### src/rtl/trap_pkg.sv
package trap_pkg;
   typedef enum logic [2:0] {
      ST_IDLE  = 3'd0,
      ST_WR_L1 = 3'd1,
      ST_WR_L2 = 3'd2,
      ST_JUMP  = 3'd3,
      ST_WDOG  = 3'd4
   } trap_state_e;

   localparam int unsigned REG_IDX_W = 5;
   // locals occupy indices 16..23 of the per-window register view
   localparam logic [REG_IDX_W-1:0] IDX_LOCAL1 = 5'd17;
   localparam logic [REG_IDX_W-1:0] IDX_LOCAL2 = 5'd18;
endpackage

### src/rtl/trap_win_dec.sv
module trap_win_dec #(
   parameter int unsigned NWIN = 8,
   localparam int unsigned CWPW = (NWIN > 1) ? $clog2(NWIN) : 1
) (
   input  logic [CWPW-1:0] cwp,
   output logic [CWPW-1:0] cwp_dec
);
   generate
      if ((NWIN & (NWIN - 1)) == 0) begin : g_pow2
         assign cwp_dec = cwp - 1'b1;
      end else begin : g_mod
         assign cwp_dec = (cwp == '0) ? CWPW'(NWIN - 1) : cwp - 1'b1;
      end
   endgenerate
endmodule

### src/rtl/trap_vec_gen.sv
module trap_vec_gen #(
   parameter int unsigned XLEN     = 32,
   parameter int unsigned TT_W     = 8,
   parameter int unsigned ENTRY_SH = 4,
   localparam int unsigned BASE_W  = XLEN - TT_W - ENTRY_SH
) (
   input  logic [BASE_W-1:0] base,
   input  logic [TT_W-1:0]   tt,
   output logic [XLEN-1:0]   vec_pc,
   output logic [XLEN-1:0]   vec_npc
);
   assign vec_pc  = {base, tt, {ENTRY_SH{1'b0}}};
   assign vec_npc = vec_pc + XLEN'(4);
endmodule

### src/rtl/trap_ctl.sv
module trap_ctl
   import trap_pkg::*;
(
   input  logic        clk,
   input  logic        rst_n,
   input  logic        trap_req,
   input  logic        traps_on,
   output trap_state_e state,
   output logic        accept
);
   trap_state_e state_n;

   assign accept = (state == ST_IDLE) && trap_req && traps_on;

   always_comb begin
      state_n = state;
      unique case (state)
         ST_IDLE: begin
            if (trap_req) state_n = traps_on ? ST_WR_L1 : ST_WDOG;
         end
         ST_WR_L1: state_n = ST_WR_L2;
         ST_WR_L2: state_n = ST_JUMP;
         ST_JUMP:  state_n = ST_IDLE;
         ST_WDOG:  state_n = ST_IDLE;
         default:  state_n = ST_IDLE;
      endcase
   end

   always_ff @(posedge clk) begin
      if (!rst_n) state <= ST_IDLE;
      else        state <= state_n;
   end
endmodule

### src/rtl/trap_entry_seq.sv
module trap_entry_seq
   import trap_pkg::*;
#(
   parameter int unsigned XLEN     = 32,
   parameter int unsigned TT_W     = 8,
   parameter int unsigned ENTRY_SH = 4,
   parameter int unsigned NWIN     = 8,
   localparam int unsigned CWPW    = (NWIN > 1) ? $clog2(NWIN) : 1,
   localparam int unsigned BASE_W  = XLEN - TT_W - ENTRY_SH
) (
   input  logic                 clk,
   input  logic                 rst_n,
   input  logic                 trap_req,
   input  logic [TT_W-1:0]      trap_type,
   input  logic [XLEN-1:0]      pc,
   input  logic [XLEN-1:0]      npc,
   input  logic [CWPW-1:0]      psr_cwp,
   input  logic                 psr_et,
   input  logic                 psr_s,
   input  logic [BASE_W-1:0]    tbr_base,
   output logic                 busy,
   output logic                 psr_we,
   output logic [CWPW-1:0]      psr_cwp_nxt,
   output logic                 psr_et_nxt,
   output logic                 psr_s_nxt,
   output logic                 psr_ps_nxt,
   output logic                 tbr_we,
   output logic [TT_W-1:0]      tbr_tt,
   output logic                 rf_we,
   output logic [CWPW-1:0]      rf_win,
   output logic [REG_IDX_W-1:0] rf_idx,
   output logic [XLEN-1:0]      rf_wdata,
   output logic                 redirect_valid,
   output logic [XLEN-1:0]      redirect_pc,
   output logic [XLEN-1:0]      redirect_npc,
   output logic                 wdog_reset
);
   generate
      if (NWIN < 2) begin : g_chk_nwin
         $error("trap_entry_seq: NWIN must be at least 2");
      end
      if (ENTRY_SH < 3) begin : g_chk_entry
         $error("trap_entry_seq: entries must hold two or more instructions");
      end
      if (XLEN < TT_W + ENTRY_SH + 1) begin : g_chk_xlen
         $error("trap_entry_seq: XLEN too small for base, type and entry");
      end
   endgenerate

   trap_state_e      state;
   logic             accept;
   logic [CWPW-1:0]  cwp_dec;
   logic [CWPW-1:0]  win_q;
   logic [XLEN-1:0]  pc_q, npc_q;
   logic [TT_W-1:0]  tt_q;
   logic [BASE_W-1:0] base_q;
   logic             s_q;
   logic [XLEN-1:0]  vec_pc, vec_npc;

   trap_ctl u_ctl (
      .clk      (clk),
      .rst_n    (rst_n),
      .trap_req (trap_req),
      .traps_on (psr_et),
      .state    (state),
      .accept   (accept)
   );

   trap_win_dec #(.NWIN(NWIN)) u_dec (
      .cwp     (psr_cwp),
      .cwp_dec (cwp_dec)
   );

   always_ff @(posedge clk) begin
      if (!rst_n) begin
         win_q  <= '0;
         pc_q   <= '0;
         npc_q  <= '0;
         tt_q   <= '0;
         base_q <= '0;
         s_q    <= 1'b0;
      end else if (accept) begin
         win_q  <= cwp_dec;
         pc_q   <= pc;
         npc_q  <= npc;
         tt_q   <= trap_type;
         base_q <= tbr_base;
         s_q    <= psr_s;
      end
   end

   trap_vec_gen #(.XLEN(XLEN), .TT_W(TT_W), .ENTRY_SH(ENTRY_SH)) u_vec (
      .base    (base_q),
      .tt      (tt_q),
      .vec_pc  (vec_pc),
      .vec_npc (vec_npc)
   );

   assign busy           = (state == ST_WR_L1) || (state == ST_WR_L2) || (state == ST_JUMP);
   assign rf_we          = (state == ST_WR_L1) || (state == ST_WR_L2);
   assign rf_win         = win_q;
   assign rf_idx         = (state == ST_WR_L2) ? IDX_LOCAL2 : IDX_LOCAL1;
   assign rf_wdata       = (state == ST_WR_L2) ? npc_q : pc_q;
   assign psr_we         = (state == ST_WR_L1);
   assign psr_cwp_nxt    = win_q;
   assign psr_et_nxt     = 1'b0;
   assign psr_s_nxt      = 1'b1;
   assign psr_ps_nxt     = s_q;
   assign tbr_we         = (state == ST_WR_L1);
   assign tbr_tt         = tt_q;
   assign redirect_valid = (state == ST_JUMP);
   assign redirect_pc    = vec_pc;
   assign redirect_npc   = vec_npc;
   assign wdog_reset     = (state == ST_WDOG);

   // state update keeps the supervisor bit sampled at the accepting edge
   assert_ps_copy_R5: assert property (@(posedge clk) disable iff (!rst_n)
      psr_we |-> (psr_ps_nxt == $past(psr_s)) && psr_s_nxt && !psr_et_nxt);

   assert_win_wrap_R2: assert property (@(posedge clk) disable iff (!rst_n)
      psr_we |-> psr_cwp_nxt == (($past(psr_cwp) == '0) ? CWPW'(NWIN - 1)
                                                        : $past(psr_cwp) - 1'b1));

   assert_l2_after_l1_R4: assert property (@(posedge clk) disable iff (!rst_n)
      (rf_we && rf_idx == IDX_LOCAL1) |=> rf_we && rf_idx == IDX_LOCAL2 && $stable(rf_win));

   assert_jump_after_l2_R8: assert property (@(posedge clk) disable iff (!rst_n)
      (rf_we && rf_idx == IDX_LOCAL2) |=> redirect_valid && !rf_we);

   assert_tt_latch_R6: assert property (@(posedge clk) disable iff (!rst_n)
      tbr_we |-> tbr_tt == $past(trap_type));

   assert_wdog_R7: assert property (@(posedge clk) disable iff (!rst_n)
      (!busy && !wdog_reset && trap_req && !psr_et) |=> wdog_reset && !rf_we && !psr_we && !redirect_valid);

   assert_one_action_R8: assert property (@(posedge clk) disable iff (!rst_n)
      $onehot0({rf_we, redirect_valid, wdog_reset}));
endmodule

### config.mk
export PLATFORM = sky130hd
export DESIGN_NAME = trap_entry_seq
export DESIGN_NICKNAME = d
export VERILOG_FILES = /design/src/rtl/trap_pkg.sv /design/src/rtl/trap_win_dec.sv /design/src/rtl/trap_vec_gen.sv /design/src/rtl/trap_ctl.sv /design/src/rtl/trap_entry_seq.sv
export SDC_FILE = /design/constraint.sdc
export NUM_CORES = 1
export LEC_CHECK = 0
export BUFFER_PORTS_ARGS = -buffer_cell sky130_fd_sc_hd__buf_2
export CAP_MARGIN = 20
export CORE_ASPECT_RATIO = 0.8
export CORE_MARGIN = 2
export CORE_UTILIZATION = 45
export CTS_BUF_LIST = sky130_fd_sc_hd__clkbuf_8
export CTS_CLUSTER_DIAMETER = 50
export CTS_CLUSTER_SIZE = 40
export DETAILED_ROUTE_END_ITERATION = 10
export PLACE_DENSITY_LB_ADDON = 0.1
export SLEW_MARGIN = 25
export SYNTH_ARGS = -nofsm -noshare
export SYNTH_HDL_FRONTEND = slang
export SYNTH_SLANG_ARGS = --single-unit
### constraint.sdc
create_clock -name clk -period 2 [get_ports clk]
set_clock_uncertainty 0.15 [all_clocks]
set_input_delay 0.3 -clock clk [delete_from_list [all_inputs] [get_ports clk]]
set_output_delay 0.3 -clock clk [all_outputs]
set_load 0.02 [all_outputs]
Yosys cells after proc, flatten, opt, wreduce, memory -nomap -nowiden. Index checks and enable logic that the tools add are counted.

Reductions and logical operators: 5. Add/sub/neg operators: 2. Mux-type cells: 5. Equal/unequal tests: 5.

Operators with widths (count): 32-bit by 3-bit adder with 32-bit output, second input constant (1); 32-bit 2-to-1 mux (1); 3-bit one-hot mux with 3 select lines (1); 3-bit by 2-bit == test with 1-bit output, second input constant (2); 3-bit 2-to-1 mux (2); 3-bit by 1-bit == test with 1-bit output, second input constant (1); 3-bit == test, second input constant (1); 3-bit logical NOT (1); 3-bit by 1-bit subtractor with 3-bit output, second input constant (1); 1-bit logical AND (2); 1-bit logical OR (2); 2-bit 2-to-1 mux (1); 2-bit != test, second input constant (1).

Logic and storage cells: 24. Output and inout port bits: 124. Input bits: 100. Register bits: 99.

Longest topological paths before layout.
Depth after elaboration: 3. Gate-level depth with buffers: 6. Depth with buffers taken out: 5.

Cells and area by module. A second synthesis with hierarchy kept.

Cell total of the unflattened synthesis: 446. Area, all modules: 4762.1 um^2.

By module, submodules not included: trap_entry_seq (area each 4120.2 um^2, sequential area each 1921.8 um^2, times used 1, cells each 364); trap_vec_gen (area each 488.0 um^2, sequential area each 0.0 um^2, times used 1, cells each 66); trap_ctl (area each 121.4 um^2, sequential area each 60.1 um^2, times used 1, cells each 11); trap_win_dec (area each 32.5 um^2, sequential area each 0.0 um^2, times used 1, cells each 5).

Worst setup path before layout. No wires, ideal clock.

Path type: register to output. Start: register u_ctl.state[2]. End: output port rf_wdata[22]. Setup slack: 165 ps. Required time: 1550 ps. Data arrival time: 1385 ps. Path buffers: 1. Cell stages (with the launch flop): 6. Cells stage by stage: dfxtp_1 -> nor2_1 -> nand2_1 -> inv_2 -> buf_2 -> mux2_1.

Cells in the longest elaborated chain, start to end: 2.

RTL lines: start: declaration (RTL line trap_ctl.sv:8) `output trap_state_e state,`; start signal: assignment (RTL line trap_ctl.sv:31) `else state <= state_n;`; 3-bit by 2-bit == test with 1-bit output (RTL line trap_entry_seq.sv:103) `assign rf_wdata = (state == ST_WR_L2) ? npc_q : pc_q;`; 32-bit 2-to-1 mux (RTL line trap_entry_seq.sv:103); end: declaration (RTL line trap_entry_seq.sv:32) `output logic [XLEN-1:0] rf_wdata,`.

Every way passes these cells.

Final worst setup path.
Start: register u_ctl.state[0]. End: output port rf_wdata[10].

Same word-level chain as after synthesis.

==> impl_metrics.yaml <==
outcome:
  status: "finished, violations left"
  violations: "setup timing"
drt:
  vias: 3948
  highest_layer: "met4"
  drc: 0
  wl_met3_um: 824
  routedWlPerCell_um: 13.69
  drtIter0Drc: 120
  firstDrtPassIters: 4
  routed_via_density: 4.607
  ant_nets: 0
  wirelength_um: 11730
  m1WireLength_um: 5059
  wl_met2_um: 5745
cells_and_area:
  area_growth_pct: 36.31
  finalNetCount: 814
  fin_cells: 857
  antenna_cells: 0
  drive_above_1_share: 0.4156
floorplan:
  core_um2: 10280
  die_w_um: 119.2
  start_util: 0.4649
  dieArea_um2: 11470
  rows: 33
  die_h_um: 96.18
  pin_count: 224
power:
  leakagePower_nw: 3.117
  ir_worst_vdd_v: 0.0005047
  powerDensity_nw_per_um2: 761.2
  finalPower_mw: 4.959
worst_hold_path:
  hold_end: "base_q[6]"
  whs_path_depth: 3
  holdCritStartpoint: "tbr_base[6]"
  hold_path.class: "primary input to register"
critical_path:
  critPathMaxFanout: 6
  reg2reg_from: "u_ctl.state[2]"
  reg2reg_to: "u_ctl.state[2]"
  cp.arrival_ns: 1.64
  reg2reg_slack_ns: 0.09
  crit_path_end_kind: "output port"
  cpMaxStageDelayCell: "dfxtp_2"
  crit_type: "register to output port"
  slowest_delay_ns: 0.34
  crit_chain: "nor2_4, nand2_4, inv_8, clkbuf_16, mux2_4, buf_6"
  reg2reg_depth: 12
  crit_required_ns: 1.55
  critPathLaunchType: "register"
global_route:
  grt-ovfl-total: 0
  grt.total_usage: 0.1885
  grt_pass1_wl_um: 17170
  antenna_found_initial: 0
  grt_pass1_vias: 3666
  grt_max_degree: 99
place:
  pre_cts_ws_ns: 0.2529
  port_buffers: 210
  placed_cells: 817
  hpwl_um: 7811
  gp_congestion: 0.7536
synthesis:
  syn_area_per_cell_um2: 8.967
  synth_top_cell_by_area: "dfxtp_1"
  synth.ff_latch_count: 99
  seq_area_frac_synth: 0.4147
  syn-cell-area_um2: 4780
  syn_inst: 533
  synth_top_area_frac: 0.4147
  yosysUniqueCellTypes: 25
  yosysWarnings: 0
  synth_area_leaders: "dfxtp_1 41%, mux2i_1 20%, nand2_1 15%"
timing:
  finalWorstSetupSlack_ns: -0.09453
  fin_tns_setup_ns: -2.226
  hold-worst-slack_ns: 0.02671
  fin_crit_ns: 2.095
  hold_viol_final: 0
  finalSetupViolCount: 32
  period_share: 1.047
  drv_slew: 0
  fmax_mhz: 477.4
  rsz0062_at_grt: "yes"
clocking:
  insertion_delay_ns: 0.36
  numCtsBuffers: 9
  cts-root-buf: "clkbuf_8"
  clock_sink_count: 99
  h-tree-depth: 3
  clk_pin_slew_ns: 0.09
  max-clock-path-buffers: 2
  cts_tree: "built"
run:
  drv_cap: 0
==> layout by cell type (no fill, tap or decap), drive strengths merged <==
cell type / netlist / layout
clkinv: 0 / 1
dfxtp: 99 / 99
conb: 2 / 13
inv: 4 / 4
nand2: 194 / 194
clkbuf: 17 / 12
nor3b: 1 / 1
mux2i: 96 / 96
a21oi: 1 / 1
nor4: 1 / 1
mux2: 32 / 32
nor2: 5 / 5
and2: 1 / 1
xor2: 1 / 1
buf: 73 / 238
nor4b: 1 / 1
o21ai: 1 / 1
dlygate4sd3: 0 / 8
xnor2: 1 / 1
ha: 1 / 1
nand2b: 2 / 2
bufinv: 0 / 4
==> timing repair <==
action,4_1_cts,5_1_grt
setup buffers,15,2
hold buffers,8,0
setup endpoints to repair,32,35
endpoints found under the hold margin,8,0
pin swaps,0,2
gates cloned,0,3
gates resized for setup,22,90
==> logic make-up (layout without fill, tap and decap cells) <==
group | count (synthesis) | in the layout | share of synthesized area
buffers and inverters | 94 | 267 | 0.1327
adders and majority gates | 1 | 1 | 0.002617
DFF | 99 | 99 | 0.4147
other | 2 | 13 | 0.001571
and+or+nand+nor | 205 | 205 | 0.1662
AOI/OAI and AO/OA | 2 | 2 | 0.002092
xor gates and xnor gates | 2 | 2 | 0.003666
muxes | 128 | 128 | 0.2764
==> state kept, by name, indices dropped and copies added, names as in the netlist <==
register / cells
npc_q: 32
pc_q: 32
base_q: 20
tbr_tt: 8
psr_cwp_nxt: 3
u_ctl.state: 3
psr_ps_nxt: 1
==> synth_stat cells (all sizes together) <==
library cell / instances
buf: 73
mux2: 32
nor4: 1
nand2b: 2
xnor2: 1
and2: 1
o21ai: 1
nand2: 194
mux2i: 96
a21oi: 1
xor2: 1
nor2: 5
inv: 4
dfxtp: 99
ha: 1
nor4b: 1
clkbuf: 17
nor3b: 1
conb: 2
==> critical path: cells and delay by family (launching register included) <==
family	cells	cell delay, ns
AND/OR/NAND/NOR	2	0.23
buffers and inverters	3	0.39
flip-flops	1	0.34
multiplexers	1	0.31
==> report_power, final <==
part	switching, mW	internal [mW]
registers	0.0793	2.09
clock network	0.664	0.982
logic	0.597	0.545
total	1.34	3.62
==> routing by layer <==
| metal | up-vias | GRT usage |
|---|---|---|
| met1 | 1806 | 0.2256 |
| met3 | 8 | 0.05983 |
| met5 | - | 0 |
| met2 | 137 | 0.3314 |
| met4 | 0 | 0.04861 |
| li1 | 1997 | - |
==> through the flow <==
stage | util | instance area (um2)
finish | 0.6337 | 6515
global route | 0.6337 | 6515
CTS | 0.5985 | 6153
detailed placement | 0.5470 | 5624
global placement | 0.5470 | 5624
floorplan | - | 4821
==> layout make-up <==
type	count	area, um2
fill	886	3766
clock inverter	5	125.1
clock buffer	10	137.6
timing repair buffer	248	1719
multi-input combinational	351	2351
inverter	4	22.52
sequential	99	1984
tap	140	175.2
==> worst max path at each step <==
stage                    from            to  slack, ns  cells after the start
2_1_floorplan  u_ctl.state[2]  rf_wdata[22]       0.16                      5
3_3_place_gp   u_ctl.state[2]  rf_wdata[19]       0.28                      6
3_5_place_dp   u_ctl.state[2]  rf_wdata[18]       0.25                      6
4_1_cts        u_ctl.state[2]  rf_wdata[18]      -0.15                      6
5_1_grt        u_ctl.state[0]  rf_wdata[10]      -0.16                      6
6_report       u_ctl.state[0]  rf_wdata[10]      -0.09                      6
Note: power is estimated with default switching activity, not from simulation.
